File: config.mk
export PLATFORM = sky130hd
export DESIGN_NAME = window_fault_detector
export DESIGN_NICKNAME = d
export VERILOG_FILES = /design/src/rtl/wfd_pkg.sv /design/src/rtl/wfd_datapath.sv /design/src/rtl/wfd_control.sv /design/src/rtl/window_fault_detector.sv
export SDC_FILE = /design/constraint.sdc
export NUM_CORES = 1
export LEC_CHECK = 0
export BUFFER_PORTS_ARGS = -buffer_cell sky130_fd_sc_hd__buf_2
export CAP_MARGIN = 20
export CELL_PAD_IN_SITES_DETAIL_PLACEMENT = 1
export CELL_PAD_IN_SITES_GLOBAL_PLACEMENT = 2
export CORE_MARGIN = 3
export CORE_UTILIZATION = 37
export DETAILED_ROUTE_END_ITERATION = 6
export PLACE_DENSITY = 0.86
export SYNTH_ARGS = -nofsm -noshare
export SYNTH_HDL_FRONTEND = slang
export SYNTH_SLANG_ARGS = --single-unit
File: constraint.sdc
create_clock -name clk -period 18.41 [get_ports clk]
set_clock_uncertainty 0.1 [all_clocks]
set_input_delay 3.682 -clock clk [delete_from_list [all_inputs] [get_ports clk]]
set_output_delay 3.682 -clock clk [all_outputs]
set_load 0.03 [all_outputs]
File: src/rtl/wfd_pkg.sv
package wfd_pkg;
  localparam int CODE_W = 5;
  localparam int CODE_DIV = 255;

  typedef struct packed {
    logic uvTrip;
    logic uvRelease;
    logic ovTrip;
    logic ovRelease;
  } cmpStrobes_t;
endpackage

File: src/rtl/wfd_datapath.sv
module wfd_datapath
  import wfd_pkg::*;
#(
  parameter int DATA_W = 10
) (
  input  logic [DATA_W-1:0] sample,
  input  logic [DATA_W-1:0] uvThresh,
  input  logic [DATA_W-1:0] ovThresh,
  input  logic [CODE_W-1:0] hystCode,
  output cmpStrobes_t       strobes
);
  localparam int FULL_SCALE = (1 << DATA_W) - 1;
  localparam int PROD_W     = DATA_W + CODE_W;
  localparam int EXT_W      = DATA_W + 1;

  logic [PROD_W-1:0] scaled;
  logic [PROD_W-1:0] quot;
  logic [DATA_W-1:0] hystVal;
  logic [EXT_W-1:0]  uvSum;
  logic [DATA_W-1:0] uvRelLvl;
  logic [DATA_W-1:0] ovRelLvl;

  // margin = fullScale * code / 255, floor
  always_comb begin
    scaled  = PROD_W'(FULL_SCALE) * PROD_W'(hystCode);
    quot    = scaled / PROD_W'(CODE_DIV);
    hystVal = quot[DATA_W-1:0];
  end

  // release levels, clamped at the range ends
  always_comb begin
    uvSum    = {1'b0, uvThresh} + {1'b0, hystVal};
    uvRelLvl = uvSum[DATA_W] ? DATA_W'(FULL_SCALE) : uvSum[DATA_W-1:0];
    ovRelLvl = (hystVal > ovThresh) ? '0 : (ovThresh - hystVal);
  end

  always_comb begin
    strobes.uvTrip    = sample < uvThresh;
    strobes.uvRelease = sample > uvRelLvl;
    strobes.ovTrip    = sample > ovThresh;
    strobes.ovRelease = sample < ovRelLvl;
  end

  always_comb begin
    a_r7_uv_no_wrap: assert (uvRelLvl >= uvThresh)
      else $error("UV release level below its threshold");
    a_r7_ov_no_wrap: assert (ovRelLvl <= ovThresh)
      else $error("OV release level above its threshold");
  end
endmodule

File: src/rtl/wfd_control.sv
module wfd_control
  import wfd_pkg::*;
(
  input  logic        clk,
  input  logic        rstN,
  input  logic        enable,
  input  cmpStrobes_t strobes,
  output logic        uvFlag,
  output logic        ovFlag
);
  logic uvNext;
  logic ovNext;

  always_comb begin
    uvNext = uvFlag;
    ovNext = ovFlag;
    if (!enable) begin
      uvNext = 1'b0;
      ovNext = 1'b0;
    end else begin
      if (uvFlag) uvNext = !strobes.uvRelease;
      else        uvNext = strobes.uvTrip;
      if (ovFlag) ovNext = !strobes.ovRelease;
      else        ovNext = strobes.ovTrip;
    end
  end

  always_ff @(posedge clk) begin
    if (!rstN) begin
      uvFlag <= 1'b0;
      ovFlag <= 1'b0;
    end else begin
      uvFlag <= uvNext;
      ovFlag <= ovNext;
    end
  end

  a_r2_uv_sets: assert property (@(posedge clk) disable iff (!rstN)
    (enable && strobes.uvTrip) |=> uvFlag);
  a_r3_uv_holds: assert property (@(posedge clk) disable iff (!rstN)
    (enable && uvFlag && !strobes.uvRelease) |=> uvFlag);
  a_r4_ov_sets: assert property (@(posedge clk) disable iff (!rstN)
    (enable && strobes.ovTrip) |=> ovFlag);
  a_r5_ov_holds: assert property (@(posedge clk) disable iff (!rstN)
    (enable && ovFlag && !strobes.ovRelease) |=> ovFlag);
  a_r9_disable_clears: assert property (@(posedge clk) disable iff (!rstN)
    !enable |=> (!uvFlag && !ovFlag));
  a_r10_uv_rise_cause: assert property (@(posedge clk) disable iff (!rstN)
    $rose(uvFlag) |-> $past(enable && strobes.uvTrip));
  a_r10_ov_rise_cause: assert property (@(posedge clk) disable iff (!rstN)
    $rose(ovFlag) |-> $past(enable && strobes.ovTrip));
endmodule

File: src/rtl/window_fault_detector.sv
module window_fault_detector
  import wfd_pkg::*;
#(
  parameter int DATA_W = 10
) (
  input  logic              clk,
  input  logic              rstN,
  input  logic              enable,
  input  logic [DATA_W-1:0] sample,
  input  logic [DATA_W-1:0] uvThresh,
  input  logic [DATA_W-1:0] ovThresh,
  input  logic [4:0]        hystCode,
  output logic              uvFlag,
  output logic              ovFlag
);
  cmpStrobes_t strobes;

  wfd_datapath #(.DATA_W(DATA_W)) uDatapath (
    .sample   (sample),
    .uvThresh (uvThresh),
    .ovThresh (ovThresh),
    .hystCode (hystCode),
    .strobes  (strobes)
  );

  wfd_control uControl (
    .clk     (clk),
    .rstN    (rstN),
    .enable  (enable),
    .strobes (strobes),
    .uvFlag  (uvFlag),
    .ovFlag  (ovFlag)
  );
endmodule

==> summary.md, run 1 <==
| Metric | Value |
|---|---|
| Slew Limit Fails | 0 |
| TNS Setup | 0 ns |
| Core area | 0.0116 mm² |
| Routing usage on met1 | 28.7% |
| Initial DRC count | 178 |
| Worst Tran Pin Value | 0.784 ns |
| First-pass GRT wire length | 23200 µm |
| Antenna cells | 0 |
| Worst setup SP type | input port |
| Die width | 116 µm |
| Area of the multi-input gates | 0.00414 mm² |
| Final net count | 764 |
| Fin. Hold Viols | 0 |
| Syn nets | 728 |
| Post-synthesis register bit count | 2 |
| Required time of the critical path | 18.41 ns |
| Num CTS Buffers | 3 |
| Layout cells sized above 1 | 12.7% |
| Post-synthesis sequential area ratio | 0.901% |
| Final worst-path cycle share | 88.5% |
| Cells after Synth | 598 |
| GP Congestion | 0.861 |
| Clock Tree Buf Depth | 2 |
| Mean area per synthesized cell | 7.43 µm² |
| Worst path max stage delay | 0.66 ns |
| Remaining global-route overflow | 0 |
| Die height | 116 µm |
| Clock-pin slew on the worst setup and hold paths | 0.03 ns |
| Slowest stage cell, crit path | fa_1 |
| Post-synth EDFFs | 0 |
| DRT Pass-1 Iters | 4 |
| IO Pins | 40 |
| Starting Density | 38.4% |
| Post-detail-place hpwl | 12000 µm |
| Setup Viol. Count Final | 0 |
| Met2 Resource Use GR | 36.6% |
| Fillers | 1484 |
| Worst R2R Start | uControl.ovFlag$_SDFF_PN0_ |
| Final antenna-violating net count | 0 |
| Share of the synthesized area in the top cell type | 22.2% |
| Worst Path Arrival | 16.29 ns |
| Area grow syn2layout | 8.92% |
| Primary FF master, synth | dfxtp_1 |
| Kind of critical path | in2reg |
| Met3 global-route usage | 1.41% |
| RR Endpoint | uControl.ovFlag$_SDFF_PN0_ |
| DP Area | 0.00477 mm² |
| Worst Hold Path EP | uControl.uvFlag$_SDFF_PN0_ |
| Vias per cell | 5.92 |
| DR WL/cell | 17.8 µm |
| Max-slew headroom | 47.3% |
| Worst Path Max Fanout | 13 |
| Post-route cell area | 0.00484 mm² |
| Register-to-Register Path Depth | 3 |
| Largest net degree at the start of global routing | 14 |
| Global Route Usage Sum | 20.9% |
| Vias in the first global route | 4720 |
| Status | finished clean |
| Worst Hold Depth | 2 |
| FF+latch area | 40.0 µm² |
| CTS tree | built |
| # hold bufs at CTS | 0 |
| Vias | 4591 |
| Area leader, netlist | ha_1 |
| Latest clock arrival within the worst-skew pair | 0.22 ns |
| Postcts setup bufs | 0 |
| RSZ-0062 raised after global routing | no |
| Final wirelength | 13800 µm |
| Clock sink count | 2 |
| Root buffer cell | clkbuf_16 |
| Maximum Capacitance Violations | 0 |
| PostCTS Resize Cnt | 0 |
| Antenna violations before repair | 0 |
| Yosys warning total | 0 |
| Worst hold path class | reg2reg |
| Tmin final | 16.29 ns |
| I/O Buffers | 39 |
| H-tree Lvls | 1 |
| Async SR Flop Fraction | 0% |
| Post-Syn Area | 0.00445 mm² |
| Area contributors post-synth | ha_1, fa_1, inv_1, a21oi_1, nand2_1 |
| Synth unique cells | 89 |
| Die ar. | 0.0134 mm² |
| R2R Setup Slk | 17.49 ns |
| F_max | 61.4 MHz |
| Global route hottest layer | met2 |
| Hold wc startpoint | uControl.uvFlag$_SDFF_PN0_ |
| Row count | 39 |
| DRC | 0 |
| Worst setup EP type | flip-flop |
## worst max-delay path by stage
| stage | start | endpoint | slack (ns) | cells after the start |
|---|---|---|---|---|
| 5_1_grt | hystCode[2] | uControl.ovFlag$_SDFF_PN0_ | 1.06 | 54 |
| 6_report | hystCode[2] | uControl.ovFlag$_SDFF_PN0_ | 2.12 | 54 |
| 4_1_cts | hystCode[2] | uControl.ovFlag$_SDFF_PN0_ | 2.13 | 54 |
| 3_3_place_gp | hystCode[2] | uControl.ovFlag$_SDFF_PN0_ | 2.45 | 54 |
| 3_5_place_dp | hystCode[2] | uControl.ovFlag$_SDFF_PN0_ | 2.00 | 54 |
| 2_1_floorplan | hystCode[2] | uControl.ovFlag$_SDFF_PN0_ | 4.07 | 51 |
## worst max-delay path: cells and delay by family
family | cells | cell delay (ns)
fa+ha+maj | 8 | 3.21
xor+xnor | 1 | 0.18
simple gates | 10 | 1.64
buf+inv | 5 | 0.45
mux | 1 | 0.35
compound gates | 29 | 6.76
## per-layer routing
metal / share of wire [%] / wire length (µm)
met3: 2.7 / 372
met1: 48 / 6550
met2: 48 / 6660
met4: 1.4 / 191
met5: 0 / 0
## registers in the layout, indices dropped and copies added, names as in the netlist
register and flops:
uControl.uvFlag 1, uControl.ovFlag 1
## area by class of cell
type / instances / share of cell area, %
Multi-Input combinational cell: 532 / 85.6
Inverter: 56 / 4.34
Timing Repair Buffer: 39 / 4.03
Tap cell: 143 / 3.70
Clock buffer: 3 / 1.55
Sequential cell: 2 / 0.827
## cells in the mapped netlist, types with 3 or more instances
cell        n
ha_1       79
inv_1      55
nand2_1    49
nor2_1     47
a21oi_1    40
o21ai_0    33
xnor2_1    18
nand3_1    16
nor2b_1    14
fa_1       13
nand2b_1   13
nor3_1     13
o211ai_1   13
xor2_1     13
o21a_1     12
a211oi_1    9
a21o_1      9
nand4_1     9
and2_1      7
a31oi_1     6
o21ai_1     6
o21bai_1    6
mux2i_1     5
or3_1       5
a211o_1     4
o31ai_1     4
a21boi_0    3
a311oi_1    3
a41oi_1     3
and3_1      3
buf_2       3
buf_4       3
o2111ai_1   3
o22ai_1     3
o32a_1      3
o32ai_1     3
or2_2       3
## metrics by stage
stage | hold WS (ns) | util (%) | setup slack [ns] | instances
6_report | 0.419 | 41.9 | 2.12 | 775
5_1_grt | 0.423 | 41.9 | 1.06 | 775
4_1_cts | 0.407 | 41.9 | 2.13 | 775
3_5_place_dp | 0.396 | 41.2 | 2.00 | 772
3_3_place_gp | 0.402 | 41.2 | 2.45 | 772
2_1_floorplan | 0.515 | - | 4.07 | 598
## logic make-up (layout without fill, tap and decap cells)
| kind of cell | after synthesis | count (layout) | share of synthesized area [%] |
|---|---|---|---|
| AOI/OAI and AO/OA | 200 | 200 | 33.2 |
| xor gates and xnor gates | 31 | 31 | 6.11 |
| adders and majority gates | 93 | 93 | 28.3 |
| buffers and inverters | 64 | 98 | 5.91 |
| DFF | 2 | 2 | 0.901 |
| muxes | 7 | 7 | 1.63 |
| and+or+nand+nor | 201 | 201 | 24.0 |
## cells in the final DEF (no fill, tap or decap), types with 5 or more instances in the layout
master	instances
a211oi_1	9
a31oi_1	6
xnor2_1	18
fa_1	13
or3_1	5
a21o_1	9
buf_2	39
inv_1	55
o21a_1	12
o211ai_1	13
mux2i_1	5
nand3_1	16
nand2b_1	13
o21bai_1	6
nor2b_1	14
and2_1	7
nor3_1	13
nand4_1	9
o21ai_1	6
xor2_1	13
o21ai_0	33
a21oi_1	40
nand2_1	49
nor2_1	47
ha_1	79
Power of run 1 is not shown: default switching activity piles up to over one toggle a cycle in this logic, so the estimate is an artifact.
==> run 2, diff against run 1 <==
--- a/config.mk
+++ b/config.mk
@@ -12,7 +12,8 @@
 export CORE_MARGIN = 3
 export CORE_UTILIZATION = 37
 export DETAILED_ROUTE_END_ITERATION = 6
-export PLACE_DENSITY = 0.86
+export PLACE_DENSITY = 0.85
 export SYNTH_ARGS = -nofsm -noshare
 export SYNTH_HDL_FRONTEND = slang
+export SYNTH_HIERARCHICAL = 1
 export SYNTH_SLANG_ARGS = --single-unit
==> summary.md, run 2 <==
| Metric | Value |
|---|---|
| Remaining global-route overflow | 0 (unchanged) |
| Syn nets | 696 (-4.4%) |
| Global Route Usage Sum | 21.1% (+0.25 points) |
| Yosys warning total | 6 (+6) |
| Post-synthesis sequential area ratio | 0.916% (+0.015 points) |
| Post-synthesis register bit count | 2 (unchanged) |
| Die width | 115 µm (-0.79%) |
| Commonest non-fill, non-tap cell in the layout | ha_1 |
| Core area | 0.0115 mm² (-0.84%) |
| Post-Syn Area | 0.00437 mm² (-1.7%) |
| Synth unique cells | 92 (+3.4%) |
| Cells after Synth | 566 (-5.4%) |
| Clock-pin slew on the worst setup and hold paths | 0.03 ns (about the same) |
| Tmin final | 15.80 ns (-0.492 ns) |
| Async SR Flop Fraction | 0% (unchanged) |
| GP Congestion | 0.847 (-1.6%) |
| IO Pins | 40 (unchanged) |
| Required time of the critical path | 18.46 ns (+0.05 ns) |
| F_max | 63.3 MHz (+3.1%) |
| Final wirelength | 13600 µm (-1.2%) |
| Most frequent cells in the layout | ha_1, inv_1, buf_2, nand2_1, nor2_1 |
| Area contributors post-synth | ha_1, fa_1, inv_1, a21oi_1, nand2_1 |
| H-tree Lvls | 1 (unchanged) |
| Vias | 4359 (-5.1%) |
| Primary FF master, synth | dfxtp_1 |
| Final antenna-violating net count | 0 (unchanged) |
| Antenna cells | 0 (unchanged) |
| Die height | 115 µm (-0.79%) |
| Kind of critical path | in2reg |
| Final net count | 733 (-4.1%) |
| Vias in the first global route | 4675 (-0.95%) |
| Root buffer cell | clkbuf_16 |
| Fillers | 1454 (-2.0%) |
| Initial DRC count | 192 (+7.9%) |
| Antenna violations before repair | 0 (unchanged) |
| Vias per cell | 5.86 (-1.1%) |
| Setup Viol. Count Final | 0 (unchanged) |
| CTS tree | built |
| RSZ-0062 raised after global routing | no |
| Worst Tran Pin Value | 0.797 ns (+0.0130 ns) |
| Post-synth EDFFs | 0 (unchanged) |
| Worst Path Max Fanout | 16 (+3) |
| CP most frequent cell | a21oi_1 |
| Largest net degree at the start of global routing | 17 (+3) |
| Clock sink count | 2 (unchanged) |
| Maximum Capacitance Violations | 0 (unchanged) |
| DRT Pass-1 Iters | 4 (unchanged) |
| Largest registers | uControl/ovFlag (1), uControl/uvFlag (1) |
| Slew Limit Fails | 0 (unchanged) |
| Starting Density | 38.1% (-0.32 points) |
| I/O Buffers | 39 (unchanged) |
| Worst path max stage delay | 0.65 ns (about the same) |
| TNS Setup | 0 ns (unchanged) |
| First-pass GRT wire length | 23000 µm (-0.71%) |
| Main combinational cell family by area after synthesis | compound AO/OA/AOI/OAI gates |
| Worst hold path class | reg2reg |
| Clock Tree Buf Depth | 2 (unchanged) |
| Worst setup SP type | input port |
| # hold bufs at CTS | 0 (unchanged) |
| Slowest stage cell, crit path | fa_1 |
| Area grow syn2layout | 9.24% |
| Die ar. | 0.0132 mm² (-1.6%) |
| PostCTS Resize Cnt | 0 (unchanged) |
| Adder-cell area share of the yosys netlist | 28.8% (+0.51 points) |
| Synth cell count leaders | ha_1, inv_1, nand2_1 |
| Share of the synthesized area in the top cell type | 22.6% (+0.38 points) |
| Final worst-path cycle share | 85.8% (-2.7 points) |
| Multiplexer share of the synthesized area | 2.86% (+1.2 points) |
| DRC | 0 (unchanged) |
| Synth Area in Compound Gates | 31.2% (-1.9 points) |
| Post-detail-place hpwl | 12000 µm (about the same) |
| Synth Area in XOR/XNOR | 5.95% (-0.15 points) |
| Area leader, netlist | ha_1 |
| Worst Path Arrival | 15.85 ns (-0.44 ns) |
| Mean area per synthesized cell | 7.72 µm² (+3.9%) |
| Fin. Hold Viols | 0 (unchanged) |
| Postcts setup bufs | 0 (unchanged) |
| Layout cells sized above 1 | 16.8% (+4.1 points) |
| Row count | 39 (unchanged) |
| Post-Synth Simple-Gate Area | 24.9% (+0.92 points) |
| Max-slew headroom | 46.4% (-0.87 points) |
| DR WL/cell | 18.3 µm (+2.9%) |
| Num CTS Buffers | 3 (unchanged) |
| Latest clock arrival within the worst-skew pair | 0.22 ns (about the same) |
| Status | finished clean |
| Worst setup EP type | flip-flop |
| Most used standard cell by instance count after synthesis | ha_1 |
==> run 2: cell types whose count changed after synthesis, sizes merged, moves of 5 or more <==
cell    previous run  this run
a21o              10        18
nand2b            13        21
nor2              47        39
o21a              12         4
o21ai             41        33
inv               56        50
nand2             49        43
a211oi            12         7
o31a               0         5
==> run 2: per-stage QoR <==
stage               util (%)  cell area [µm²]  hold WS, ns  worst slack [ns]  std cells
global placement        41.0             4700        0.354              2.88        741
CTS                     41.6             4780        0.388              2.57        744
finish                  41.6             4780        0.390              2.61        744
global route            41.6             4780        0.405              1.58        744
floorplan                  -             4370        0.514              4.18        566
detailed placement      41.0             4700        0.384              2.40        741
==> run 2: critical path, delay by kind of cell <==
kind	cells	cell delay, ns
compound gates	21	3.24
fa+ha+maj	8	3.07
simple gates	20	4.20
mux	2	0.71
xor+xnor	1	0.63
buf+inv	3	0.27
==> run 2: cells by family (layout without fill, tap and decap cells) <==
| group | count (synthesis) | count (layout) |
|---|---|---|
| muxes | 12 | 12 |
| DFF | 2 | 2 |
| xor gates and xnor gates | 28 | 28 |
| AOI/OAI and AO/OA | 178 | 178 |
| buffers and inverters | 57 | 92 |
| adders and majority gates | 93 | 93 |
| and+or+nand+nor | 196 | 196 |
==> run 2: area by class of cell <==
class	instances	area [µm²]	area share, %
multi-input combinational	507	4100	85.8
clock buffer	3	75.1	1.57
sequential	2	40.0	0.838
tap	143	179	3.75
timing repair buffer	39	195	4.09
inverter	50	188	3.93
==> run 2: final timing paths <==
path	start	endpoint	slack, ns	cells past startpoint
worst max-delay path	hystCode[2]	uControl/uvFlag$_SDFF_PN0_	2.61	55
worst min-delay path	uControl/ovFlag$_SDFF_PN0_	uControl/ovFlag$_SDFF_PN0_	0.39	1
worst max register to register	uControl/ovFlag$_SDFF_PN0_	uControl/ovFlag$_SDFF_PN0_	17.65	2
worst min register to register	uControl/ovFlag$_SDFF_PN0_	uControl/ovFlag$_SDFF_PN0_	0.39	1
==> run 2: per-layer routing <==
layer | global-route usage (%) | wire (µm)
met2 | 41.5 | 7260
met4 | 2.58 | 86
met1 | 25.8 | 5930
met3 | 1.22 | 323
met5 | 0 | 0
Power of run 2 is left out for the same reason.
==> run 3, diff against run 2 <==
--- a/config.mk
+++ b/config.mk
@@ -5,14 +5,14 @@
 export SDC_FILE = /design/constraint.sdc
 export NUM_CORES = 1
 export LEC_CHECK = 0
-export BUFFER_PORTS_ARGS = -buffer_cell sky130_fd_sc_hd__buf_2
 export CAP_MARGIN = 20
 export CELL_PAD_IN_SITES_DETAIL_PLACEMENT = 1
 export CELL_PAD_IN_SITES_GLOBAL_PLACEMENT = 2
 export CORE_MARGIN = 3
-export CORE_UTILIZATION = 37
+export CORE_UTILIZATION = 40
 export DETAILED_ROUTE_END_ITERATION = 6
-export PLACE_DENSITY = 0.85
+export DONT_BUFFER_PORTS = 1
+export PLACE_DENSITY = 0.86
 export SYNTH_ARGS = -nofsm -noshare
 export SYNTH_HDL_FRONTEND = slang
 export SYNTH_HIERARCHICAL = 1
==> summary.md, run 3 (synthesis gave the netlist of run 2 again) <==
| Metric | Value |
|---|---|
| Slew Limit Fails | 0 (unchanged) |
| Vias in the first global route | 4519 (-3.3%) |
| Fillers | 1349 (-7.2%) |
| CTS tree | built |
| Worst Hold Path EP | uControl/uvFlag$_SDFF_PN0_ |
| Worst setup EP type | flip-flop |
| Fin. Hold Viols | 0 (unchanged) |
| First-pass GRT wire length | 22700 µm (-1.6%) |
| Die width | 111 µm (-3.6%) |
| Antenna violations before repair | 0 (unchanged) |
| I/O Buffers | 0 (-100%) |
| RR Endpoint | uControl/uvFlag$_SDFF_PN0_ |
| RSZ-0062 raised after global routing | no |
| CP most frequent cell | a21oi_1 |
| Maximum Capacitance Violations | 0 (unchanged) |
| GP Congestion | 0.871 (+2.9%) |
| Vias | 4246 (-2.6%) |
| Die height | 111 µm (-3.6%) |
| Kind of critical path | in2reg |
| Status | finished clean |
| F_max | 64.2 MHz (+1.4%) |
| Postcts setup bufs | 0 (unchanged) |
| PostCTS Resize Cnt | 0 (unchanged) |
| Most frequent cells in the layout | ha_1, inv_1, nand2_1 |
| DRC | 0 (unchanged) |
| Num CTS Buffers | 3 (unchanged) |
| Antenna cells | 0 (unchanged) |
| Clock Tree Buf Depth | 2 (unchanged) |
| Worst Path Arrival | 15.62 ns (-0.23 ns) |
| Worst R2R Start | uControl/uvFlag$_SDFF_PN0_ |
| Row count | 37 (-5.1%) |
| DRT Pass-1 Iters | 4 (unchanged) |
| Area grow syn2layout | 3.81% |
| FF+latch area | 40.0 µm² (unchanged) |
| Tmin final | 15.57 ns (-0.224 ns) |
| Initial DRC count | 171 (-11%) |
| DR WL/cell | 19.4 µm (+5.9%) |
| Register-to-Register Path Depth | 2 (unchanged) |
| IO Pins | 40 (unchanged) |
| Largest registers | uControl/ovFlag (1), uControl/uvFlag (1) |
| Remaining global-route overflow | 0 (unchanged) |
| Worst Path Max Fanout | 16 (unchanged) |
| Largest net degree at the start of global routing | 17 (unchanged) |
| Clock sink count | 2 (unchanged) |
| Global Route Usage Sum | 21.9% (+0.81 points) |
| Worst hold path class | reg2reg |
| Max-slew headroom | 48.0% (+1.5 points) |
| Setup Viol. Count Final | 0 (unchanged) |
| Final antenna-violating net count | 0 (unchanged) |
| Slowest stage cell, crit path | fa_1 |
| Die ar. | 0.0122 mm² (-7.1%) |
| Worst path max stage delay | 0.64 ns (about the same) |
| Worst Tran Pin Value | 0.776 ns (-0.0209 ns) |
| Final net count | 694 (-5.3%) |
| TNS Setup | 0 ns (unchanged) |
| Layout cells sized above 1 | 11.0% (-5.8 points) |
| Area of the multi-input gates | 0.00410 mm² (unchanged) |
| R2R Setup Slk | 17.40 ns (-0.25 ns) |
| Root buffer cell | clkbuf_8 |
| Clock-pin slew on the worst setup and hold paths | 0.03 ns (about the same) |
| Vias per cell | 6.08 (+3.8%) |
| Worst Hold Depth | 2 (+1) |
| Commonest non-fill, non-tap cell in the layout | ha_1 |
| # hold bufs at CTS | 0 (unchanged) |
| Starting Density | 41.8% (+3.7 points) |
| Worst setup SP type | input port |
| H-tree Lvls | 1 (unchanged) |
| Required time of the critical path | 18.46 ns (about the same) |
| Final worst-path cycle share | 84.6% (-1.2 points) |
| Post-detail-place hpwl | 11700 µm (-2.5%) |
| Core area | 0.0105 mm² (-8.8%) |
| Hold wc startpoint | uControl/uvFlag$_SDFF_PN0_ |
| Final wirelength | 13500 µm (-0.64%) |
| Latest clock arrival within the worst-skew pair | 0.22 ns (about the same) |
run 3: final cells by class:
class,instances,area share [%]
sequential,2,0.882
tap,136,3.75
multi-input combinational,507,90.3
inverter,50,4.14
clock buffer,3,0.910
run 3: metrics by stage:
step           instances  cell area (µm²)  util [%]  setup WS, ns  hold WS [ns]
6_report             698             4540      43.4          2.84         0.565
3_5_place_dp         695             4500      43.0          2.66         0.562
2_1_floorplan        566             4370         -          4.18         0.514
4_1_cts              698             4540      43.4          2.86         0.570
3_3_place_gp         695             4500      43.0          3.05         0.558
5_1_grt              698             4540      43.4          1.99         0.580
run 3: worst max-delay path by stage:
| stage | start | to | slack [ns] | cells after the start |
|---|---|---|---|---|
| 2_1_floorplan | hystCode[2] | uControl/uvFlag$_SDFF_PN0_ | 4.18 | 54 |
| 4_1_cts | hystCode[2] | uControl/uvFlag$_SDFF_PN0_ | 2.86 | 54 |
| 6_report | hystCode[2] | uControl/uvFlag$_SDFF_PN0_ | 2.84 | 54 |
| 3_5_place_dp | hystCode[2] | uControl/uvFlag$_SDFF_PN0_ | 2.66 | 54 |
| 5_1_grt | hystCode[2] | uControl/uvFlag$_SDFF_PN0_ | 1.99 | 54 |
| 3_3_place_gp | hystCode[2] | uControl/uvFlag$_SDFF_PN0_ | 3.05 | 54 |
run 3: layer usage:
metal  vias to the layer above  GRT usage [%]  wire length [µm]
li1                       2104              -                 -
met1                      2059           29.2              6340
met2                        70           38.3              6520
met3                        13           2.36               467
met4                         0           4.35               189
met5                         -              0                 0
run 3: critical path: cells and delay by family:
kind                     cells  cell delay [ns]
AO/OA/AOI/OAI               21             3.75
XOR/XNOR                     1             0.61
adder cells (fa/ha/maj)      8             3.20
buffers and inverters        2             0.13
multiplexers                 2             0.76
AND/OR/NAND/NOR             20             3.50
Power of run 3 is left out for the same reason.
